<file path="src/rtl/utx_pkg.sv">
package utx_pkg;

    localparam int CHAR_W = 8;

    typedef struct packed {
        logic              brk;
        logic              nine;
        logic              bit8;
        logic [CHAR_W-1:0] data;
    } utx_hold_t;

    typedef enum logic [2:0] {
        TS_IDLE,
        TS_START,
        TS_DATA,
        TS_BIT8,
        TS_BRK,
        TS_STOP
    } utx_state_e;

    function automatic logic utx_state_low(input utx_state_e s);
        return (s == TS_START) || (s == TS_BRK);
    endfunction

endpackage

</file>
<file path="src/rtl/utx_hold_buf.sv">
module utx_hold_buf
    import utx_pkg::*;
(
    input  logic      clk,
    input  logic      rst,
    input  logic      wr_stb,
    input  utx_hold_t wr_entry,
    input  logic      take,
    output logic      valid,
    output utx_hold_t entry
);

    always_ff @(posedge clk) begin
        if (rst) begin
            valid <= 1'b0;
            entry <= '0;
        end else begin
            if (take) begin
                valid <= 1'b0;
            end
            if (wr_stb && !valid) begin
                valid <= 1'b1;
                entry <= wr_entry;
            end
        end
    end

    p_write_ignored_full_r2: assert property (@(posedge clk) disable iff (rst)
        (valid && !take) |=> (valid && $stable(entry)));

    p_take_empties_r7: assert property (@(posedge clk) disable iff (rst)
        take |=> !valid);

endmodule

</file>
<file path="src/rtl/utx_shifter.sv">
module utx_shifter
    import utx_pkg::*;
#(
    parameter int BRK_EXTRA = 12
) (
    input  logic      clk,
    input  logic      rst,
    input  logic      run,
    input  logic      tick,
    input  logic      hold_valid,
    input  utx_hold_t hold_entry,
    output logic      take,
    output logic      line,
    output logic      idle
);

    localparam int CNT_MAX = (CHAR_W > BRK_EXTRA) ? CHAR_W : BRK_EXTRA;
    localparam int CNT_W   = $clog2(CNT_MAX + 1);

    utx_state_e         state;
    logic [CNT_W-1:0]   cnt;
    logic [CHAR_W:0]    sh;
    logic               nine_q;
    logic               brk_q;
    logic               free;

    always_comb begin
        free = (state == TS_IDLE) || (state == TS_STOP);
        take = run && tick && hold_valid && free;
        idle = (state == TS_IDLE);
    end

    always_comb begin
        if (utx_state_low(state)) begin
            line = 1'b0;
        end else if (state == TS_DATA || state == TS_BIT8) begin
            line = sh[0];
        end else begin
            line = 1'b1;
        end
    end

    always_ff @(posedge clk) begin
        if (rst) begin
            state  <= TS_IDLE;
            cnt    <= '0;
            sh     <= '0;
            nine_q <= 1'b0;
            brk_q  <= 1'b0;
        end else if (!run) begin
            state <= TS_IDLE;
        end else if (tick) begin
            case (state)
                TS_IDLE, TS_STOP: begin
                    if (take) begin
                        state  <= TS_START;
                        sh     <= {hold_entry.bit8, hold_entry.data};
                        nine_q <= hold_entry.nine;
                        brk_q  <= hold_entry.brk;
                        cnt    <= '0;
                    end else begin
                        state <= TS_IDLE;
                    end
                end
                TS_START: begin
                    cnt   <= '0;
                    state <= brk_q ? TS_BRK : TS_DATA;
                end
                TS_DATA: begin
                    sh <= sh >> 1;
                    if (cnt == CNT_W'(CHAR_W - 1)) begin
                        cnt   <= '0;
                        state <= nine_q ? TS_BIT8 : TS_STOP;
                    end else begin
                        cnt <= cnt + 1'b1;
                    end
                end
                TS_BIT8: begin
                    state <= TS_STOP;
                end
                TS_BRK: begin
                    if (cnt == CNT_W'(BRK_EXTRA - 1)) begin
                        cnt   <= '0;
                        state <= TS_STOP;
                    end else begin
                        cnt <= cnt + 1'b1;
                    end
                end
                default: state <= TS_IDLE;
            endcase
        end
    end

    p_idle_line_high_r6: assert property (@(posedge clk) disable iff (rst)
        idle |-> line);

    p_disable_to_idle_r8: assert property (@(posedge clk) disable iff (rst)
        !run |=> idle);

    p_hold_between_ticks_r3: assert property (@(posedge clk) disable iff (rst)
        (run && !tick) |=> $stable(state));

    p_break_count_bound_r5: assert property (@(posedge clk) disable iff (rst)
        (state == TS_BRK) |-> (cnt < CNT_W'(BRK_EXTRA)));

    p_load_only_when_free_r7: assert property (@(posedge clk) disable iff (rst)
        take |=> (state == TS_START));

endmodule

</file>
<file path="src/rtl/utx_top.sv">
module utx_top
    import utx_pkg::*;
#(
    parameter int BRK_EXTRA = 12
) (
    input  logic              clk,
    input  logic              rst,
    input  logic              mod_en,
    input  logic              tx_en,
    input  logic              bit_tick,
    input  logic              wr_stb,
    input  logic [CHAR_W-1:0] wr_data,
    input  logic              wr_bit8,
    input  logic              wr_nine,
    input  logic              wr_brk,
    output logic              txd,
    output logic              hold_empty,
    output logic              shift_idle
);

    utx_hold_t wr_entry;
    utx_hold_t hold_q;
    logic      hold_valid;
    logic      take;
    logic      run;

    always_comb begin
        wr_entry.brk  = wr_brk;
        wr_entry.nine = wr_nine;
        wr_entry.bit8 = wr_bit8;
        wr_entry.data = wr_data;
        run           = mod_en && tx_en;
        hold_empty    = !hold_valid;
    end

    utx_hold_buf u_hold (
        .clk      (clk),
        .rst      (rst),
        .wr_stb   (wr_stb),
        .wr_entry (wr_entry),
        .take     (take),
        .valid    (hold_valid),
        .entry    (hold_q)
    );

    utx_shifter #(.BRK_EXTRA(BRK_EXTRA)) u_shift (
        .clk        (clk),
        .rst        (rst),
        .run        (run),
        .tick       (bit_tick),
        .hold_valid (hold_valid),
        .hold_entry (hold_q),
        .take       (take),
        .line       (txd),
        .idle       (shift_idle)
    );

    p_disabled_line_high_r8: assert property (@(posedge clk) disable iff (rst)
        !run |=> txd);

endmodule

</file>
<file path="config.mk">
export PLATFORM = sky130hd
export DESIGN_NAME = utx_top
export DESIGN_NICKNAME = d
export VERILOG_FILES = /design/src/rtl/utx_pkg.sv /design/src/rtl/utx_hold_buf.sv /design/src/rtl/utx_shifter.sv /design/src/rtl/utx_top.sv
export SDC_FILE = /design/constraint.sdc
export NUM_CORES = 1
export LEC_CHECK = 0
export BUFFER_PORTS_ARGS = -buffer_cell sky130_fd_sc_hd__buf_4
export CAP_MARGIN = 20
export CORE_AREA = 2 2 54 56
export DETAILED_ROUTE_END_ITERATION = 8
export DIE_AREA = 0 0 56 58
export PLACE_DENSITY_LB_ADDON = 0.15
export SYNTH_ARGS = -nofsm -noshare
export SYNTH_HDL_FRONTEND = slang
export SYNTH_SLANG_ARGS = --single-unit
</file>
<file path="constraint.sdc">
create_clock -name clk -period 4.2 [get_ports clk]
set_input_delay 0.21 -clock clk [delete_from_list [all_inputs] [get_ports clk]]
set_output_delay 0.21 -clock clk [all_outputs]
set_load 0.1 [all_outputs]
</file>
After elaboration in Yosys (flattened, before gate mapping)
Cells that the tools add are included.
Widths: inputs -> output; s select.
Word-level totals
  bits in registers: 30
  bits of input ports: 17
  output and inout bits: 3
Operators by class
  add/sub/neg operators: 1
  eq/ne operators: 10
  multiplexer cells: 16
  bitwise gates (word level): 1
  reduce and logical (&&, ||, !) cells: 19
Operators by type and width (count)
  $pmux 9 s2: 1
  $pmux 4 s4: 1
  $pmux 3 s5: 1
  $mux 3: 4
  $mux 4: 3
  $reduce_and 4->1: 3
  $mux 9: 1
  $eq 3x2->1 const B: 2
  $eq 3x3->1 const B: 2
  $ne 2x2->1 const B: 3
  $logic_and 1x1->1: 5
  $mux 1: 5
  $add 4x1->4 const B: 1
  $eq 4x3->1 const B: 1
  $eq 4x4->1 const B: 1
  $reduce_bool 2->1: 2
  $reduce_bool 4->1: 1
  $reduce_or 2->1: 2
  $eq 3x1->1 const B: 1
  $logic_not 3->1: 1
  $logic_or 1x1->1: 3
  $reduce_and 3->1: 1
  $logic_not 1->1: 1
  $not 1->1: 1

Logic depth before layout (Yosys ltp)
Gate-level depths: netlist (run 1).
  word-level depth: 6
  depth in mapped cells: 6
  gate-level depth less buffers: 5

Modules after synthesis
Synthesis (run 1) repeated with hierarchy kept, for this count alone.
Second synthesis, totals
  cells, all modules: 174
  area, all modules: 1636.6 sq um
By module, submodules not included
  utx_shifter: instances 1, cells each 119, area each 1071.0 sq um, sequential area each 360.3 sq um
  utx_hold_buf: instances 1, cells each 53, area each 555.5 sq um, sequential area each 240.2 sq um
  utx_top: instances 1, cells each 2, area each 10.0 sq um, sequential area each 0.0 sq um

Worst setup path before layout (run 1)
Ideal clock, no wire load.
  kind: register to output
  start: reg u_shift.state[0]
  end: out txd
  arrival: 2887 ps
  data required time: 3990 ps
  slack: 1103 ps
  stages on the path, launching flop included: 4
  cells stage by stage: dfxtp_1 -> buf_2 -> xor2_1 -> o21ai_0
Between the ends
  cells in the longest elaborated chain, start to end: 4
  elaborated cells between the ends (all ways): 8
  classes of those cells: eq/ne: 4; mux: 2; reduce/logical: 2
RTL lines
  from (decl): RTL line utx_shifter.sv:20  | utx_state_e state;
  from (signal assigned): RTL line utx_shifter.sv:67  | state <= brk_q ? TS_BRK : TS_DATA;
  from (signal assigned): RTL line utx_shifter.sv:73  | state <= nine_q ? TS_BIT8 : TS_STOP;
  $eq 3x2->1: RTL line utx_shifter.sv:36  | end else if (state == TS_DATA || state == TS_BIT8) begin
  $logic_or 1x1->1: RTL line utx_shifter.sv:36
  $mux 1: RTL line utx_shifter.sv:36
  $mux 1 (*): RTL line utx_shifter.sv:34  | if (utx_state_low(state)) begin
  to (decl): RTL line utx_top.sv:16  | output logic txd,
Mark *: on every way between the ends. The rest lies on a longest branch, timed or not.

Worst setup path in the final report (run 1)
Same ends and word-level chain as after synthesis.

==> results.yml, run 1 <==
synth:
  syn-instance-count: 175
  synth_top_area_cell: "dfxtp_1"
  ys.warnings.count: 0
  ys_seq_area_frac: 0.400
  synth_top_flop_cell: "dfxtp_1"
  synth_seq_cells: 30
  postSynthAreaPerCell_sq_um: 8.57
  synth.net_count: 193
  syn_area_sq_mm: 0.00150
  synth_top_area_frac: 0.400
  synth-async-reset-ratio: 0
  synth_edf_count: 0
  synth_area_leaders: "dfxtp_1 40%, a21oi_1 8.7%, mux2i_1 7.3%"
  synth_cell_types: 40
global_routing:
  use_met3: 0.0670
  use_met1: 0.243
  grt_pass1_vias: 1201
  top_usage_layer: "met2"
  grt_max_degree: 30
  gr-usage-met2: 0.324
  overflow: 0
  grt_pass1_wl_mm: 5.07
  gr-usage-all-layers: 0.201
  antenna_found_initial: 0
floorplan:
  core_sq_mm: 0.00266
  die_area_sq_mm: 0.00325
  fp.dieH_um: 58
  start_util: 0.563
  die_w_um: 56
  fp-row-count: 19
  ios: 20
sta:
  tightest_slew_ns: 0.742
  finalClockSkew_ns: 0.0143
  timing.final.crit_period_ns: 1.97
  slew_viol_final: 0
  clock.fmax_mhz: 508
  fin_tns_setup_ns: 0
  final.period_utilization: 0.469
  max-slew-margin-rel: 0.505
  hold_viol_final: 0
  rsz0062_at_grt: "no"
  finalSetupViolations: 0
clock_network:
  cts.sinks: 30
  cts_tree: "yes"
  cts_buffer_depth: 2
  cts_buffers: 5
  cts_resized: 0
  htree_levels: 2
  postCtsHoldBufs: 0
  root_buffer: "clkbuf_4"
  post-cts-setup-buffers: 0
  path_clk_slew_ns: 0.09
  clk_latency_ns: 0.33
job:
  drv_cap: 0
setup_path:
  crit_family: "flip-flops"
  crit_path_max_fanout: 15
  crit_chain: "xor2_1 > o21ai_0 > buf_4"
  path_buf_inv: 1
  start_kind: "flop"
  required_ns: 3.99
  cp-end-kind: "primary output"
  slowest_stage: "dfxtp_1"
  slowest_delay_ns: 0.72
  critical_path_class: "reg -> out"
  crit_arrival_ns: 1.76
detailed_routing:
  drt_iter0_markers: 16
  drcViolationCount: 0
  avgViaCountPerCell: 5.73
  drt_first_pass_iters: 5
  wl_per_cell_um: 13.1
  num_vias: 1266
  final_antenna_net_count: 0
  wirelength_mm: 2.90
pwr:
  power.density_mw_per_mm2: 339
  leakage_nw: 0.590
  vdd_drop_max_mv: 0.284
  power_uw: 578
placement:
  numPortBuffers: 19
  hpwl_mm: 1.99
  place.gp.congestion: 0.814
final_layout:
  antenna_cells: 0
  area_growth_pct: 13.5
  final_util: 0.640
  drive_above_1_share: 0.184
  nets: 207
  fillCellCount: 238
status:
  status: "complete, no violations"
min_path:
  hp-class: "in -> reg"
-- synthesized netlist by cell type (3+ instances only) --
cell type / number
nand4b_1: 3
buf_2: 4
clkbuf_1: 6
mux2i_1: 11
nor3_1: 4
o21ai_0: 3
a21oi_1: 26
nor2_1: 9
nand3_1: 8
dfxtp_1: 30
nand2_1: 26
a311oi_1: 8
nand2b_1: 4
-- registers in the layout, indices dropped and copies added, names as in the netlist --
register        flops
u_shift.cnt         4
u_hold.entry       11
u_shift.brk_q       1
u_hold.valid        1
u_shift.sh          9
u_shift.state       3
u_shift.nine_q      1
-- worst paths after layout --
| check | start | end | slack (ns) | cells after the start |
|---|---|---|---|---|
| hold reg to reg | u_hold.entry[1] | u_hold.entry[1] | 0.46 | 2 |
| setup reg to reg | u_shift.state[1] | u_shift.sh[2] | 2.33 | 4 |
| setup / recovery | u_shift.state[0] | txd | 2.23 | 3 |
| hold / removal | wr_data[4] | u_hold.entry[4] | 0.13 | 3 |
-- final cells by class --
cell class / count / area (sq um) / area share
clock buffer: 8 / 78.8 / 0.0463
inverter: 2 / 7.51 / 0.00441
multi-input combinational: 130 / 827 / 0.486
sequential: 30 / 601 / 0.353
tap: 31 / 38.8 / 0.0228
timing repair buffer: 20 / 150 / 0.0882
-- power breakdown --
group | internal [mW] | leakage (nW) | switching (mW)
clock network | 0.114 | 0.0446 | 0.100
logic | 0.0246 | 0.301 | 0.0380
registers | 0.294 | 0.244 | 0.00703
total | 0.433 | 0.590 | 0.145
-- worst register-to-register path, delay by kind of cell, from the launching register on --
kind	cells	cell delay (ns)
simple gates	1	0.16
compound gates	3	0.99
flops	1	0.62
-- through the flow --
step / hold WS [ns] / setup slack (ns) / instances / cell area, sq um
after CTS: 0.116 / 2.22 / 221 / 1700
final: 0.128 / 2.23 / 221 / 1700
after global routing: 0.115 / 2.07 / 221 / 1700
after global placement: 0.446 / 2.42 / 213 / 1620
after floorplan: 0.346 / 1.10 / 175 / 1500
after detailed placement: 0.451 / 2.37 / 213 / 1620
-- layout by cell type, fill, tap and decap left out, types with 2 or more instances in the layout --
cell type and instances:
and4b_1 2, clkbuf_8 3, a311oi_1 8, nand2b_1 4, nand3_1 8, a211oi_1 2
mux2i_1 11, nand4b_1 3, inv_1 2, a21oi_1 26, clkbuf_4 5, nor2_1 9
o21ai_0 3, buf_4 20, dfxtp_1 30, o21ai_1 2, nor3_1 4, nor2b_1 2
nand4_1 2, nand2_1 26
-- cells by family after synthesis --
logic type | after synthesis | synth area share
XOR/XNOR | 2 | 0.0117
AND/OR/NAND/NOR | 68 | 0.239
multiplexers | 11 | 0.0734
adder cells (fa/ha/maj) | 1 | 0.00834
buffers and inverters | 15 | 0.0484
flip-flops | 30 | 0.400
AO/OA/AOI/OAI | 48 | 0.219
-- metal layers --
layer  vias to the layer above  share of wire
met1                       578           0.49
met5                         -              0
met3                         5          0.041
met4                         0          0.017
li1                        661              -
met2                        22           0.45
(Power assumes the default switching activity.)
==> inputs of run 2 (changes only) <==
- ABC_AREA: not set -> 1
- CORE_AREA: 2 2 54 56 -> 2 2 58 60
- DIE_AREA: 0 0 56 58 -> 0 0 60 62
- clock period: 4.2 -> 1.7 ns (I/O delays scaled with it)
==> run 2 against run 1 <==
  * Synthesized cell count up 30%
  * Wire length down 3.5%
  * Utilization down 8.0 points
  * Clock skew down 0.010 ns
  * First-iteration DRC count rose to 3.5 times the previous value
  * Sequential share of layout area down 1.4 points
  * Clock power up 79%
  * Sequential power up 150%
==> results.yml, run 2 <==
status:
  status: "complete, no violations"
detailed_routing:
  drcViolationCount: 0
  drt_iter0_markers: 56
  num_vias: 1346
  drt_first_pass_iters: 4
  wirelength_mm: 2.80
  avgViaCountPerCell: 4.49
  wl_per_cell_um: 9.33
  final_antenna_net_count: 0
synth:
  synth_cell_types: 21
  synth_edf_count: 0
  synth_compound_area_frac: 0.107
  synth_top_area_cell: "dfxtp_1"
  muxShareOfSynthArea: 0
  synth_top_area_frac: 0.406
  postSynthAreaPerCell_sq_um: 6.52
  syn-instance-count: 227
  ys_seq_area_frac: 0.406
  ys.warnings.count: 0
  synth-async-reset-ratio: 0
  synthSimpleGateAreaFrac: 0.366
  synth_seq_cells: 30
  synth.net_count: 245
  synth_most_common_cell: "nor2_1"
  synthAdderAreaFrac: 0.00845
  synth_top_family_by_area: "simple AND/OR/NAND/NOR gates"
  synth-xor-area-share: 0.0118
  synthTopCellsByCount: "54 x nor2_1, 51 x nand2_1, 30 x dfxtp_1"
  synth_area_leaders: "dfxtp_1 41%, nor2_1 14%, nand2_1 13%"
  synth_top_flop_cell: "dfxtp_1"
  syn_area_sq_mm: 0.00148
floorplan:
  die_area_sq_mm: 0.00372
  ios: 20
  fp-row-count: 21
  fp.dieH_um: 62
  die_w_um: 60
  core_sq_mm: 0.00318
  start_util: 0.466
clock_network:
  cts_buffers: 5
  htree_levels: 2
  cts.sinks: 30
  clk_latency_ns: 0.33
  cts_tree: "yes"
  path_clk_slew_ns: 0.09
  cts_buffer_depth: 2
  root_buffer: "clkbuf_4"
setup_path:
  slowest_delay_ns: 0.49
  crit_arrival_ns: 1.49
  crit-reg2reg-launch: "u_shift.state[1]"
  required_ns: 1.62
  start_kind: "flop"
  crit_path_max_fanout: 8
  cp-end-kind: "primary output"
  reg2reg_to: "u_shift.sh[3]"
  critical_path_class: "reg -> out"
  crit_chain: "nor2_2 > nand2_1 > nor3b_4 > buf_4"
  rrSetupSlack_ns: 0.32
  slowest_stage: "dfxtp_1"
  worstRegToRegCells: 5
sta:
  fin_tns_setup_ns: 0
  tightest_slew_ns: 0.353
  timing.final.crit_period_ns: 1.57
  max-slew-margin-rel: 0.764
  clock.fmax_mhz: 635
  slew_viol_final: 0
  finalClockSkew_ns: 0.00434
  final.period_utilization: 0.926
  hold_viol_final: 0
  setup_ws_ns: 0.126
  finalSetupViolations: 0
  rsz0062_at_grt: "no"
global_routing:
  grt_pass1_wl_mm: 4.89
  grt_pass1_vias: 1156
  overflow: 0
  grt_max_degree: 24
  antenna_found_initial: 0
  gr-usage-all-layers: 0.183
pwr:
  leakage_nw: 0.847
  power_switching_uw: 325
  p_sw_frac: 0.254
  power.density_mw_per_mm2: 717
  seqPwrFrac: 0.582
  p_int_uw: 952
  vdd_drop_max_mv: 0.397
  clock_power_share: 0.302
  combPwrFrac: 0.116
final_layout:
  antenna_cells: 0
  nets: 272
  layout_commonest_cell: "nor2_1"
  top_regs: "u_hold.entry x11, u_shift.sh x9, u_shift.cnt x4"
  final_cell_mix: "54 x nor2_1, 51 x nand2_1, 29 x dfxtp_1"
  largest-register: "u_hold.entry"
  fillCellCount: 317
  largest_register_ffs: 11
  final_util: 0.560
  drive_above_1_share: 0.161
  area_growth_pct: 20.2
placement:
  hpwl_mm: 1.96
  numPortBuffers: 19
  place_ws_ns: 0.290
  place.gp.congestion: 0.835
min_path:
  min_to: "u_hold.entry[5]"
  min_path_cells: 3
  min_from: "wr_data[5]"
  hp-class: "in -> reg"
job:
  drv_cap: 0
==> run 2: changes by cell type after synthesis, moves of 3 or more <==
cell      delta
a21oi_1     -19
a311oi_1     -8
clkbuf_1     -3
inv_1       +22
inv_2        +3
mux2i_1     -11
nand2_1     +25
nand2_2      +4
nand2b_1     -4
nand3_1      +4
nand4b_1     -3
nor2_1      +45
nor3_1       -3
o21ai_0     +20
==> run 2: kinds of logic (layout without fill, tap and decap cells) <==
| group | count (synthesis) | in the layout |
|---|---|---|
| adder cells (fa/ha/maj) | 1 | 1 |
| AO/OA/AOI/OAI | 31 | 31 |
| XOR/XNOR | 2 | 2 |
| buffers and inverters | 35 | 62 |
| flip-flops | 30 | 30 |
| AND/OR/NAND/NOR | 128 | 128 |
==> run 2: worst max path at each step <==
stage / start / to / slack (ns)
detailed placement: u_shift.state[0] / u_shift.state[1] / 0.29
CTS: u_shift.state[2] / txd / 0.05
global placement: u_shift.state[0] / u_shift.state[1] / 0.25
global route: u_shift.state[1] / txd / 0.006
floorplan: u_hold.valid / u_hold.entry[0] / 0.01
finish: u_shift.state[1] / txd / 0.13
==> run 2: metrics by stage <==
step | hold WS (ns) | power (mW) | area (sq um) | cells
after floorplan | 0.157 | 0.847 | 1490 | 227
after global placement | 0.255 | 0.897 | 1660 | 286
after detailed placement | 0.255 | 0.897 | 1660 | 286
after CTS | 0.00312 | 1.30 | 1780 | 300
after global routing | 0.0117 | 1.35 | 1780 | 300
final | 0.00984 | 1.28 | 1780 | 300
==> run 2: area by class of cell <==
cell class | instances | area [sq um] | share of cell area
Clock buffer | 7 | 45.0 | 0.0253
Inverter | 27 | 101 | 0.0570
Timing Repair Buffer | 28 | 228 | 0.128
Sequential cell | 30 | 602 | 0.338
Tap cell | 46 | 57.6 | 0.0323
Multi-Input combinational cell | 162 | 746 | 0.419
==> run 2: power by group through the flow <==
stage               Sequential [mW]  Clock (mW)  Combinational (mW)
finish                        0.743       0.385               0.148
global route                  0.747       0.437               0.169
CTS                           0.744       0.403               0.150
detailed placement            0.760           0               0.137
global placement              0.760           0               0.138
floorplan                     0.756           0              0.0916
==> run 2: per-layer routing <==
layer | share of wire | global-route usage | vias up
li1 | - | - | 752
met1 | 0.49 | 0.215 | 571
met2 | 0.46 | 0.298 | 18
met3 | 0.039 | 0.0807 | 5
met4 | 0.016 | 0.0667 | 0
met5 | 0 | 0 | -
==> run 2: timing repair <==
action,4_1_cts,5_1_grt
gates cloned,0,0
pin swaps,0,0
setup buffers,0,0
gates resized for setup,1,1
hold endpoints to repair,7,0
hold buffers,7,0
setup endpoints to repair,1,1
==> run 2: critical path: cells and delay by family (launching register included) <==
family / cells / cell delay [ns]
simple gates: 3 / 0.37
buf+inv: 1 / 0.30
flops: 1 / 0.49
==> inputs of run 3 (changes only) <==
- ABC_AREA: 1 -> not set
- HOLD_SLACK_MARGIN: not set -> 0.06
==> run 3 against run 2 <==
  * Worst setup slack lost 0.066 ns
  * Combinational power rose by 39%
  * Final cell count decreased by 15%
  * Sequential share of layout area shrank 2.6 points
  * Global-route usage is 3.0 points higher
  * Wire length grew 26%
  * Power rose by 5.8%
  * Highest routed layer unchanged
==> results.yml, run 3 (synthesis gave the netlist of run 1 again) <==
setup_path:
  slowest_stage: "o41ai_4"
  rrSetupSlack_ns: 0.06
  crit_chain: "ha_1 > and4b_2 > o41ai_4 > nand2_1 > a21oi_2"
  crit_arrival_ns: 1.89
  worstRegToRegCells: 5
  start_kind: "flop"
  crit_path_max_fanout: 5
  cp-end-kind: "flop"
  required_ns: 1.95
  crit-reg2reg-launch: "u_shift.cnt[0]"
  reg2reg_to: "u_shift.state[1]"
  slowest_delay_ns: 0.40
  cp-endpoint: "u_shift.state[1]"
  critical_path_class: "reg -> reg"
  crit_path_start: "u_shift.cnt[0]"
final_layout:
  nets: 229
  drive_above_1_share: 0.233
  fillCellCount: 283
  largest-register: "u_hold.entry"
  antenna_cells: 0
  multi_input_area_sq_um: 852
  seq_area_sq_um: 602
  largest_register_ffs: 11
  fin_cells: 256
  area_growth_pct: 28.5
  stdcell_area_sq_mm: 0.00193
  final_util: 0.606
  top_regs: "u_hold.entry x11, u_shift.sh x9, u_shift.cnt x4"
  final_cell_mix: "29 x buf_4, 29 x dfxtp_1, 26 x nand2_1"
detailed_routing:
  final_antenna_net_count: 0
  wirelength_mm: 3.52
  avgViaCountPerCell: 5.49
  wl_per_cell_um: 13.7
  num_vias: 1406
  drt_first_pass_iters: 4
  drcViolationCount: 0
  drt_iter0_markers: 59
min_path:
  min_from: "bit_tick"
  hp-class: "in -> reg"
  min_path_cells: 3
clock_network:
  cts_buffer_depth: 2
  cts.sinks: 30
  cts_buffers: 5
  htree_levels: 2
  root_buffer: "clkbuf_4"
  clk_latency_ns: 0.31
  path_clk_slew_ns: 0.09
  cts_tree: "yes"
placement:
  detailed_place.area_sq_mm: 0.00171
  hpwl_mm: 2.39
  numPortBuffers: 19
  place_ws_ns: 0.0389
  post-place-cells: 235
  place.gp.congestion: 0.946
floorplan:
  start_util: 0.472
  die_area_sq_mm: 0.00372
  core_sq_mm: 0.00318
  ios: 20
  fp-row-count: 21
  fp.dieH_um: 62
  die_w_um: 60
global_routing:
  grt_pass1_wl_mm: 5.85
  grt_pass1_vias: 1372
  overflow: 0
  gr-usage-all-layers: 0.213
  antenna_found_initial: 0
  grt_max_degree: 30
sta:
  final.period_utilization: 0.965
  timing.final.crit_period_ns: 1.64
  clock.fmax_mhz: 610
  fin_tns_setup_ns: 0
  finalSetupViolations: 0
  finalClockSkew_ns: 0.00379
  max-slew-margin-rel: 0.511
  hold_viol_final: 0
  tightest_slew_ns: 0.732
  whs_ns: 0.0926
  slew_viol_final: 0
  setup_ws_ns: 0.0595
pwr:
  vdd_drop_max_mv: 0.447
  power.density_mw_per_mm2: 700
  leakage_nw: 0.687
  power_mw: 1.35
job:
  drv_cap: 0
status:
  status: "complete, no violations"
run 3: changes by cell type in the layout (fill, tap and decap cells not counted), sizes merged, moves of 8 or more:
cell,previous run,this run
mux2i,0,11
nor2,56,9
a311oi,0,8
o21ai,23,5
inv,27,2
nand2,55,26
buf,21,30
a21oi,7,27
run 3: worst min-delay path by stage:
| stage | to |
|---|---|
| after floorplan | u_hold.entry[0] |
| after global placement | u_hold.entry[9] |
| after detailed placement | u_hold.entry[4] |
| after CTS | u_shift.state[2] |
| after global routing | u_shift.state[2] |
| final | u_shift.state[2] |
run 3: cell type report:
class                           instances  share of cell area
Clock buffer                            6              0.0266
Inverter                                2             0.00389
Multi-Input combinational cell        130               0.442
Sequential cell                        30               0.312
Tap cell                               46              0.0299
Timing Repair Buffer                   42               0.186
run 3: metal layers:
| layer | vias up | part of all wire | global-route usage |
|---|---|---|---|
| met5 | - | 0 | 0 |
| met4 | 0 | 0.014 | 0.105 |
| met3 | 6 | 0.040 | 0.0683 |
| met2 | 43 | 0.49 | 0.374 |
| met1 | 650 | 0.45 | 0.232 |
| li1 | 707 | - | - |
run 3: power breakdown:
group	internal [mW]	total [mW]	switching, mW
Combinational	0.0963	0.206	0.110
Sequential	0.726	0.741	0.0150
Clock	0.186	0.404	0.218
Total	1.01	1.35	0.343
run 3: timing repair:
item	4_1_cts	5_1_grt
hold endpoints to repair	12	0
buffers inserted	0	3
setup endpoints to repair	0	14
gates resized for setup	0	4
hold buffers	12	0
run 3: critical path, delay by kind of cell, from the launching register on:
kind	cells	cell delay (ns)
fa+ha+maj	1	0.26
flops	1	0.35
compound gates	2	0.57
simple gates	2	0.40
